===== src/rtl/pacc_pkg.sv =====
package pacc_pkg;

    localparam int DATA_W  = 8;
    localparam int BIT_EVT = 4;
    localparam int BIT_OVF = 5;

    typedef logic [DATA_W-1:0] byte_t;

    typedef enum logic [1:0] {
        ADDR_CTL = 2'd0,
        ADDR_CNT = 2'd1,
        ADDR_FLG = 2'd2,
        ADDR_MSK = 2'd3
    } addr_e;

    typedef struct packed {
        logic       dir;
        logic       en;
        logic       gated;
        logic       pol;
        logic [1:0] rate;
    } ctl_t;

    typedef struct packed {
        logic ovf;
        logic evt;
    } flags_t;

    function automatic byte_t ctl_pack(ctl_t c);
        return {c.dir, c.en, c.gated, c.pol, 2'b00, c.rate};
    endfunction

    function automatic ctl_t ctl_unpack(byte_t b);
        ctl_t c;
        c.dir   = b[7];
        c.en    = b[6];
        c.gated = b[5];
        c.pol   = b[4];
        c.rate  = b[1:0];
        return c;
    endfunction

    function automatic byte_t flags_pack(flags_t f);
        byte_t b;
        b          = '0;
        b[BIT_EVT] = f.evt;
        b[BIT_OVF] = f.ovf;
        return b;
    endfunction

    function automatic flags_t flags_unpack(byte_t b);
        flags_t f;
        f.evt = b[BIT_EVT];
        f.ovf = b[BIT_OVF];
        return f;
    endfunction

endpackage


===== src/rtl/pacc_sync_edge.sv =====
module pacc_sync_edge #(
    parameter int STAGES = 2
) (
    input  logic clk,
    input  logic rst,
    input  logic ce,
    input  logic pin_i,
    output logic level_o,
    output logic rise_o,
    output logic fall_o
);
    logic [STAGES-1:0] chain_q;
    logic              prev_q;

    always_ff @(posedge clk) begin
        if (rst) begin
            chain_q <= '0;
            prev_q  <= 1'b0;
        end else if (ce) begin
            chain_q[0] <= pin_i;
            prev_q     <= chain_q[STAGES-1];
        end
    end

    generate
        for (genvar i = 1; i < STAGES; i++) begin : g_stage
            always_ff @(posedge clk) begin
                if (rst)     chain_q[i] <= 1'b0;
                else if (ce) chain_q[i] <= chain_q[i-1];
            end
        end
    endgenerate

    assign level_o = chain_q[STAGES-1];
    assign rise_o  = chain_q[STAGES-1] & ~prev_q;
    assign fall_o  = ~chain_q[STAGES-1] & prev_q;

endmodule


===== src/rtl/pacc_prescale.sv =====
module pacc_prescale #(
    parameter int PRESCALE_W = 6
) (
    input  logic clk,
    input  logic rst,
    input  logic ce,
    output logic tick_o
);
    generate
        if (PRESCALE_W == 0) begin : g_bypass
            assign tick_o = ce;
        end else begin : g_div
            logic [PRESCALE_W-1:0] div_q;
            always_ff @(posedge clk) begin
                if (rst)     div_q <= '0;
                else if (ce) div_q <= div_q + 1'b1;
            end
            assign tick_o = ce & (&div_q);
        end
    endgenerate

endmodule


===== src/rtl/pacc_counter.sv =====
module pacc_counter #(
    parameter int CNT_W = 8
) (
    input  logic             clk,
    input  logic             rst,
    input  logic             load_i,
    input  logic [CNT_W-1:0] load_val_i,
    input  logic             inc_i,
    output logic [CNT_W-1:0] cnt_o,
    output logic             wrap_o
);
    logic [CNT_W-1:0] cnt_q;

    always_ff @(posedge clk) begin
        if (rst)        cnt_q <= '0;
        else if (load_i) cnt_q <= load_val_i;
        else if (inc_i)  cnt_q <= cnt_q + 1'b1;
    end

    assign cnt_o  = cnt_q;
    assign wrap_o = inc_i & ~load_i & (&cnt_q);

endmodule


===== src/rtl/pacc_top.sv =====
module pacc_top
    import pacc_pkg::*;
#(
    parameter int PRESCALE_W  = 6,
    parameter int SYNC_STAGES = 2
) (
    input  logic       clk,
    input  logic       rst,
    input  logic       ce,
    input  logic       pin_i,
    input  logic [1:0] addr_i,
    input  logic       wr_i,
    input  logic [7:0] wdata_i,
    output logic [7:0] rdata_o,
    output logic       irq_edge_o,
    output logic       irq_ovf_o
);
    ctl_t   ctl_q;
    flags_t flag_q, flag_set, flag_clr, mask_q;
    logic   ctl_en;
    logic   flag_evt_q, flag_ovf_q;
    logic   level, rise, fall, tick;
    logic   active_edge, trailing_edge;
    logic   inc, wrap, cnt_wr;
    byte_t  cnt_q;
    addr_e  sel;

    assign sel    = addr_e'(addr_i);
    assign cnt_wr = ce & wr_i & (sel == ADDR_CNT);
    assign ctl_en = ctl_q.en;

    pacc_sync_edge #(.STAGES(SYNC_STAGES)) u_sync (
        .clk(clk), .rst(rst), .ce(ce), .pin_i(pin_i),
        .level_o(level), .rise_o(rise), .fall_o(fall)
    );

    pacc_prescale #(.PRESCALE_W(PRESCALE_W)) u_pre (
        .clk(clk), .rst(rst), .ce(ce), .tick_o(tick)
    );

    assign active_edge   = ctl_q.pol ? rise : fall;
    assign trailing_edge = ctl_q.pol ? fall : rise;

    always_comb begin
        inc = 1'b0;
        if (ce && ctl_q.en) begin
            if (ctl_q.gated) inc = tick & (level == ctl_q.pol);
            else             inc = active_edge;
        end
    end

    pacc_counter #(.CNT_W(DATA_W)) u_cnt (
        .clk(clk), .rst(rst), .load_i(cnt_wr), .load_val_i(wdata_i),
        .inc_i(inc), .cnt_o(cnt_q), .wrap_o(wrap)
    );

    always_comb begin
        flag_set.ovf = wrap;
        flag_set.evt = ce & ctl_q.en & (ctl_q.gated ? trailing_edge : active_edge);
        flag_clr     = (ce && wr_i && sel == ADDR_FLG) ? flags_unpack(wdata_i) : '0;
    end

    always_ff @(posedge clk) begin
        if (rst) begin
            ctl_q  <= '0;
            mask_q <= '0;
            flag_q <= '0;
        end else if (ce) begin
            if (wr_i && sel == ADDR_CTL) ctl_q  <= ctl_unpack(wdata_i);
            if (wr_i && sel == ADDR_MSK) mask_q <= flags_unpack(wdata_i);
            flag_q <= (flag_q & ~flag_clr) | flag_set;
        end
    end

    assign flag_evt_q = flag_q.evt;
    assign flag_ovf_q = flag_q.ovf;

    always_comb begin
        unique case (sel)
            ADDR_CTL: rdata_o = ctl_pack(ctl_q);
            ADDR_CNT: rdata_o = cnt_q;
            ADDR_FLG: rdata_o = flags_pack(flag_q);
            default:  rdata_o = flags_pack(mask_q);
        endcase
    end

    assign irq_edge_o = flag_q.evt & mask_q.evt;
    assign irq_ovf_o  = flag_q.ovf & mask_q.ovf;

endmodule


===== config.mk =====
export PLATFORM = sky130hd
export DESIGN_NAME = pacc_top
export DESIGN_NICKNAME = d
export VERILOG_FILES = /design/src/rtl/pacc_pkg.sv /design/src/rtl/pacc_sync_edge.sv /design/src/rtl/pacc_prescale.sv /design/src/rtl/pacc_counter.sv /design/src/rtl/pacc_top.sv
export SDC_FILE = /design/constraint.sdc
export NUM_CORES = 1
export LEC_CHECK = 0
export ABC_AREA = 1
export ABC_CLOCK_PERIOD_IN_PS = 5400
export BUFFER_PORTS_ARGS = -buffer_cell sky130_fd_sc_hd__buf_4
export CAP_MARGIN = 20
export CORE_ASPECT_RATIO = 0.7
export CORE_MARGIN = 3
export CORE_UTILIZATION = 40
export CTS_CLUSTER_DIAMETER = 30
export DETAILED_ROUTE_END_ITERATION = 6
export GPL_TIMING_DRIVEN = 0
export PLACE_DENSITY = 0.57
export SLEW_MARGIN = 25
export SYNTH_ARGS = -nofsm -noshare
export SYNTH_HDL_FRONTEND = slang
export SYNTH_HIERARCHICAL = 1
export SYNTH_SLANG_ARGS = --single-unit

===== constraint.sdc =====
create_clock -name clk -period 5.4 [get_ports clk]
set_clock_uncertainty 0.1 [all_clocks]
set_input_delay 1.08 -clock clk [delete_from_list [all_inputs] [get_ports clk]]
set_output_delay 1.08 -clock clk [all_outputs]
set_load 0.01 [all_outputs]

==> Word level (Yosys, flattened, before mapping) <==
Cells that the tools add are included.
{ "word_totals": {"register_bits": 24, "word_cells": 46, "output_inout_bits": 10, "in_bits": 15} }
{ "classes": {"bitwise": 13, "addsub": 2, "muxes": 6, "n_reduce_logical": 11, "eq_ne": 3} }
{ "op_table": {"columns": ["cell", "n"], "rows": [
  ["8-bit one-hot mux with 3 select lines", 1],
  ["8-bit two-way mux", 2],
  ["8-bit by 1-bit adder with 8-bit output (second input constant)", 1],
  ["1-bit bitwise AND", 8],
  ["8-bit AND reduction", 1],
  ["6-bit by 1-bit adder with 6-bit output (second input constant)", 1],
  ["6-bit AND reduction", 1],
  ["1-bit logical AND", 5],
  ["2-bit == test (second input constant)", 2],
  ["2-bit AND reduction", 2],
  ["2-bit bitwise AND", 1],
  ["2-bit by 1-bit == test with 1-bit output (second input constant)", 1],
  ["2-bit zero test", 1],
  ["1-bit two-way mux", 2],
  ["2-bit two-way mux", 1],
  ["1-bit inverter", 2],
  ["2-bit inverter", 1],
  ["2-bit bitwise OR", 1],
  ["2-bit nonzero test", 1]
]} }

==> Depth between registers and ports, before layout <==
{ "logic_depth": {"word_depth": 8, "ltp_mapped": 13, "ltp_nobuf": 13} }

==> Cells and area by module <==
Netlist, hierarchy kept.
{ "modules_own_cells": {"columns": ["mod", "area_each_um2", "instances", "seq_area_each_um2", "cells_per_inst"], "rows": [
  ["pacc_top", 588.1, 1, 200.2, 95],
  ["pacc_counter", 521.8, 1, 160.2, 71],
  ["pacc_prescale", 287.8, 1, 120.1, 38],
  ["pacc_sync_edge", 26.3, 1, 0.0, 4]
]} }

==> Least setup slack after synthesis <==
Ideal clock, no wire load.
{ "synth_path": {"kind": "input-to-output", "from": "in addr_i[1]", "to": "out rdata_o[4]", "arrival_time_ns": 1.549, "cell_stages": 5, "path_buffers": 0, "setup_slack_ns": 2.671, "required_ns": 4.220, "path_cell_list": "inv_2 > nand2_1 > inv_1 > nand2_1 > o2111ai_1"} }
{ "synth_between": {"elab_chain_cells": 2, "word_cells_on_any_way": 4, "cone_classes": "2 x eq/ne; 1 x mux; 1 x reduce/logical"} }
{ "synth_rtl": {"columns": ["element", "line", "text"], "rows": [
  ["start: declaration", "pacc_top.sv:11", "input logic [1:0] addr_i,"],
  ["2-bit == test (tied with other cells)", "pacc_top.sv:79", "unique case (sel)"],
  ["8-bit one-hot mux with 3 select lines *", "pacc_top.sv:79", null],
  ["end: declaration", "pacc_top.sv:14", "output logic [7:0] rdata_o,"]
]} }
Every way passes the cells marked *; elsewhere a longest branch is shown, timed or not.

==> Worst setup path in the final report <==
Same ends and word-level chain as after synthesis.

==> qor.csv <==
metric,value,unit
outcome,"complete, no violations",
pre_cts_ws,2310,ps
critPathKind,in -> out,
wl_met1,1820,µm
dp.cells,280,
overflow,0,
post-route-period-util,0.573,
post_drt_wl_per_cell,12.0,µm
startpoint_type,input pin,
core,3280,µm²
setup_viol,0,
numPortBuffers,23,
globalplace.congestion,0.869,
clockRootBuffer,clkbuf_8,
hpwlAfterDp,2760,µm
path_buf_inv,4,
routed_via_density,4.85,
cp_top_family,buffers and inverters,
die_y,55.9,µm
layoutNonFillerInstCount,284,
dr_total_vias,1377,
ctsHoldBuffers,0,
grt_pass1_wl,5800,µm
startpoint,addr_i[1],
gr-usage-all-layers,0.165,
antenna_cells,0,
hold_class,reg -> reg,
cts_buffers,3,
crit_chain,buf_4 > inv_2 > nand2_1 > inv_1 > nand2_1 > o2111ai_1 > buf_4,
max_cap_viol_count,0,
cp.arrival,1920,ps
r2r_end,flag_ovf_q,
dr.max_layer_used,met4,
crit_fanout,6,
drive_above_1_share,0.224,
drc,0,
r2r_slack,3250,ps
cts_sinks,24,
dr_wl_met2,1420,µm
critPathSlowestCell,inv_1,
setup_ws,2300,ps
max-vdd-ir-drop,0.108,mV
drt_iter0_drc,46,
grt_max_degree,14,
dieArea,4320,µm²
area_delta_synth_final,20.7,%
antenna_found_initial,0,
row_count,17,
path_clk_slew,80,ps
hold_violations,0,
ys_warn_count,8,
drt_first_pass_iters,5,
routed-wl-met3,135,µm
min_period,3100,ps
max-clock-path-buffers,2,
leakage,0.723,nW
max_freq,0.323,GHz
slowest_delay,210,ps
wl,3400,µm
die_w,77.3,µm
synth-seq-area-share,0.337,
ios,25,
tns,0,ps
r2r_start,u_pre/g_div.div_q[0],
cellPowerDensity,204,nW/µm²
cp_num_cells,7,
syn_inst,208,
netlist_area,1420,µm²
clock_latency,270,ps
finalMaxSlewViolations,0,
nNetsFinal,255,
htree_levels,1,
ys_types,30,
cts_tree,done,
endpoint_kind,output pin,
cts.repair.resized,0,
critical_path_required,4220,ps
ys_seq_elements,24,
crit_end,rdata_o[4],
grt_setup_unrepaired,false,
syn_area_per_cell,6.85,µm²
post-cts-setup-buffer-count,0,
r2r_cells,11,
ant_nets,0,
grt_pass1_vias,1272,
hold_ws,369,ps
initial_core_util,0.435,
[registers in the layout, summed over array words and instances (netlist names)]
| signal | cells |
|---|---|
| u_cnt/cnt_o | 8 |
| u_pre/g_div.div_q | 6 |
| ctl_q | 5 |
| mask_q | 2 |
| ctl_en | 1 |
| flag_evt_q | 1 |
| flag_ovf_q | 1 |
[final cells by class]
class	instances	area [µm²]
inverter	31	121
sequential	24	480
timing repair buffer	23	173
fill	350	1560
tap	47	58.8
clock buffer	4	55.1
buffer	5	33.8
multi-input combinational	150	796
[worst register-to-register path, stage by stage (launching register included)]
cell and delay, ps:
dfxtp_1 390, ha_1 180, nand3_1 120, nor3_1 190, nand2_1 70, o21ai_0 140
nand3_1 110, inv_1 220, nand2_4 110, nor4_2 220, nand2_1 90, a21oi_1 140
[cells in the final DEF (no fill, tap or decap), drive strengths merged]
cell type	count
nor4	1
nand2	63
a22o	4
xnor2	2
o2111ai	2
xor2	1
buf	28
inv	31
a21oi	18
a22oi	5
o21bai	1
nor2	20
conb	3
nand3	17
o21ai	6
nor3	4
clkbuf	4
nand3b	1
ha	2
dfxtp	24
[power breakdown]
part / switching (W) / total, W / internal, W
Clock: 0.0000589 / 0.000124 / 0.0000651
Combinational: 0.0000232 / 0.0000404 / 0.0000171
Sequential: 0.00000446 / 0.000186 / 0.000181
[stage by stage]
| stage | util | cell area [µm²] | total power (W) |
|---|---|---|---|
| final | 0.524 | 1720 | 0.000350 |
| after global routing | 0.524 | 1720 | 0.000365 |
| after CTS | 0.524 | 1720 | 0.000355 |
| after detailed placement | 0.508 | 1660 | 0.000230 |
| after global placement | 0.508 | 1660 | 0.000229 |
| after floorplan | - | 1430 | 0.000211 |
[synthesized netlist by cell type]
cell / n / area (µm²)
dfxtp_1: 24 / 480
nor2_2: 2 / 12.5
nor3_2: 1 / 10.0
buf_1: 1 / 3.75
nor4_2: 1 / 12.5
a22o_1: 4 / 35.0
nand2_4: 2 / 22.5
nand3_1: 14 / 70.1
ha_1: 2 / 25.0
inv_1: 26 / 97.6
nand2_2: 3 / 18.8
conb_1: 1 / 3.75
a21oi_1: 17 / 85.1
buf_4: 4 / 30.0
inv_4: 2 / 12.5
nand3_2: 3 / 30.0
xor2_1: 1 / 8.76
a21oi_2: 1 / 8.76
o21ai_0: 6 / 30.0
a22oi_2: 1 / 12.5
nor2_1: 15 / 56.3
xnor2_1: 2 / 17.5
o2111ai_1: 2 / 17.5
nor3_1: 3 / 15.0
a22oi_1: 4 / 30.0
nand2_1: 58 / 218
inv_2: 3 / 11.3
nand3b_1: 1 / 7.51
o21bai_1: 1 / 7.51
nor2_4: 3 / 33.8
[worst min-delay path by stage]
stage                     startpoint        to  slack (ps)  cells after the start
after CTS                   ctl_q[5]  ctl_q[5]         380                      2
after floorplan             ctl_q[0]  ctl_q[0]         340                      2
after global routing        ctl_q[5]  ctl_q[5]         390                      2
after detailed placement    ctl_q[1]  ctl_q[1]         360                      2
after global placement      ctl_q[5]  ctl_q[5]         350                      2
final                       ctl_q[1]  ctl_q[1]         370                      2
[metal layers]
metal | GRT usage | up-vias
met5 | 0 | -
met4 | 0.0228 | 0
met2 | 0.252 | 25
li1 | - | 721
met3 | 0.0405 | 4
met1 | 0.238 | 627
[logic make-up after synthesis]
family                     share of synthesized area
xor gates and xnor gates                      0.0185
buffers and inverters                          0.109
DFF                                            0.337
adders and majority gates                     0.0176
other                                        0.00263
and+or+nand+nor                                0.356
AOI/OAI and AO/OA                              0.159
(Power assumes the default switching activity.)
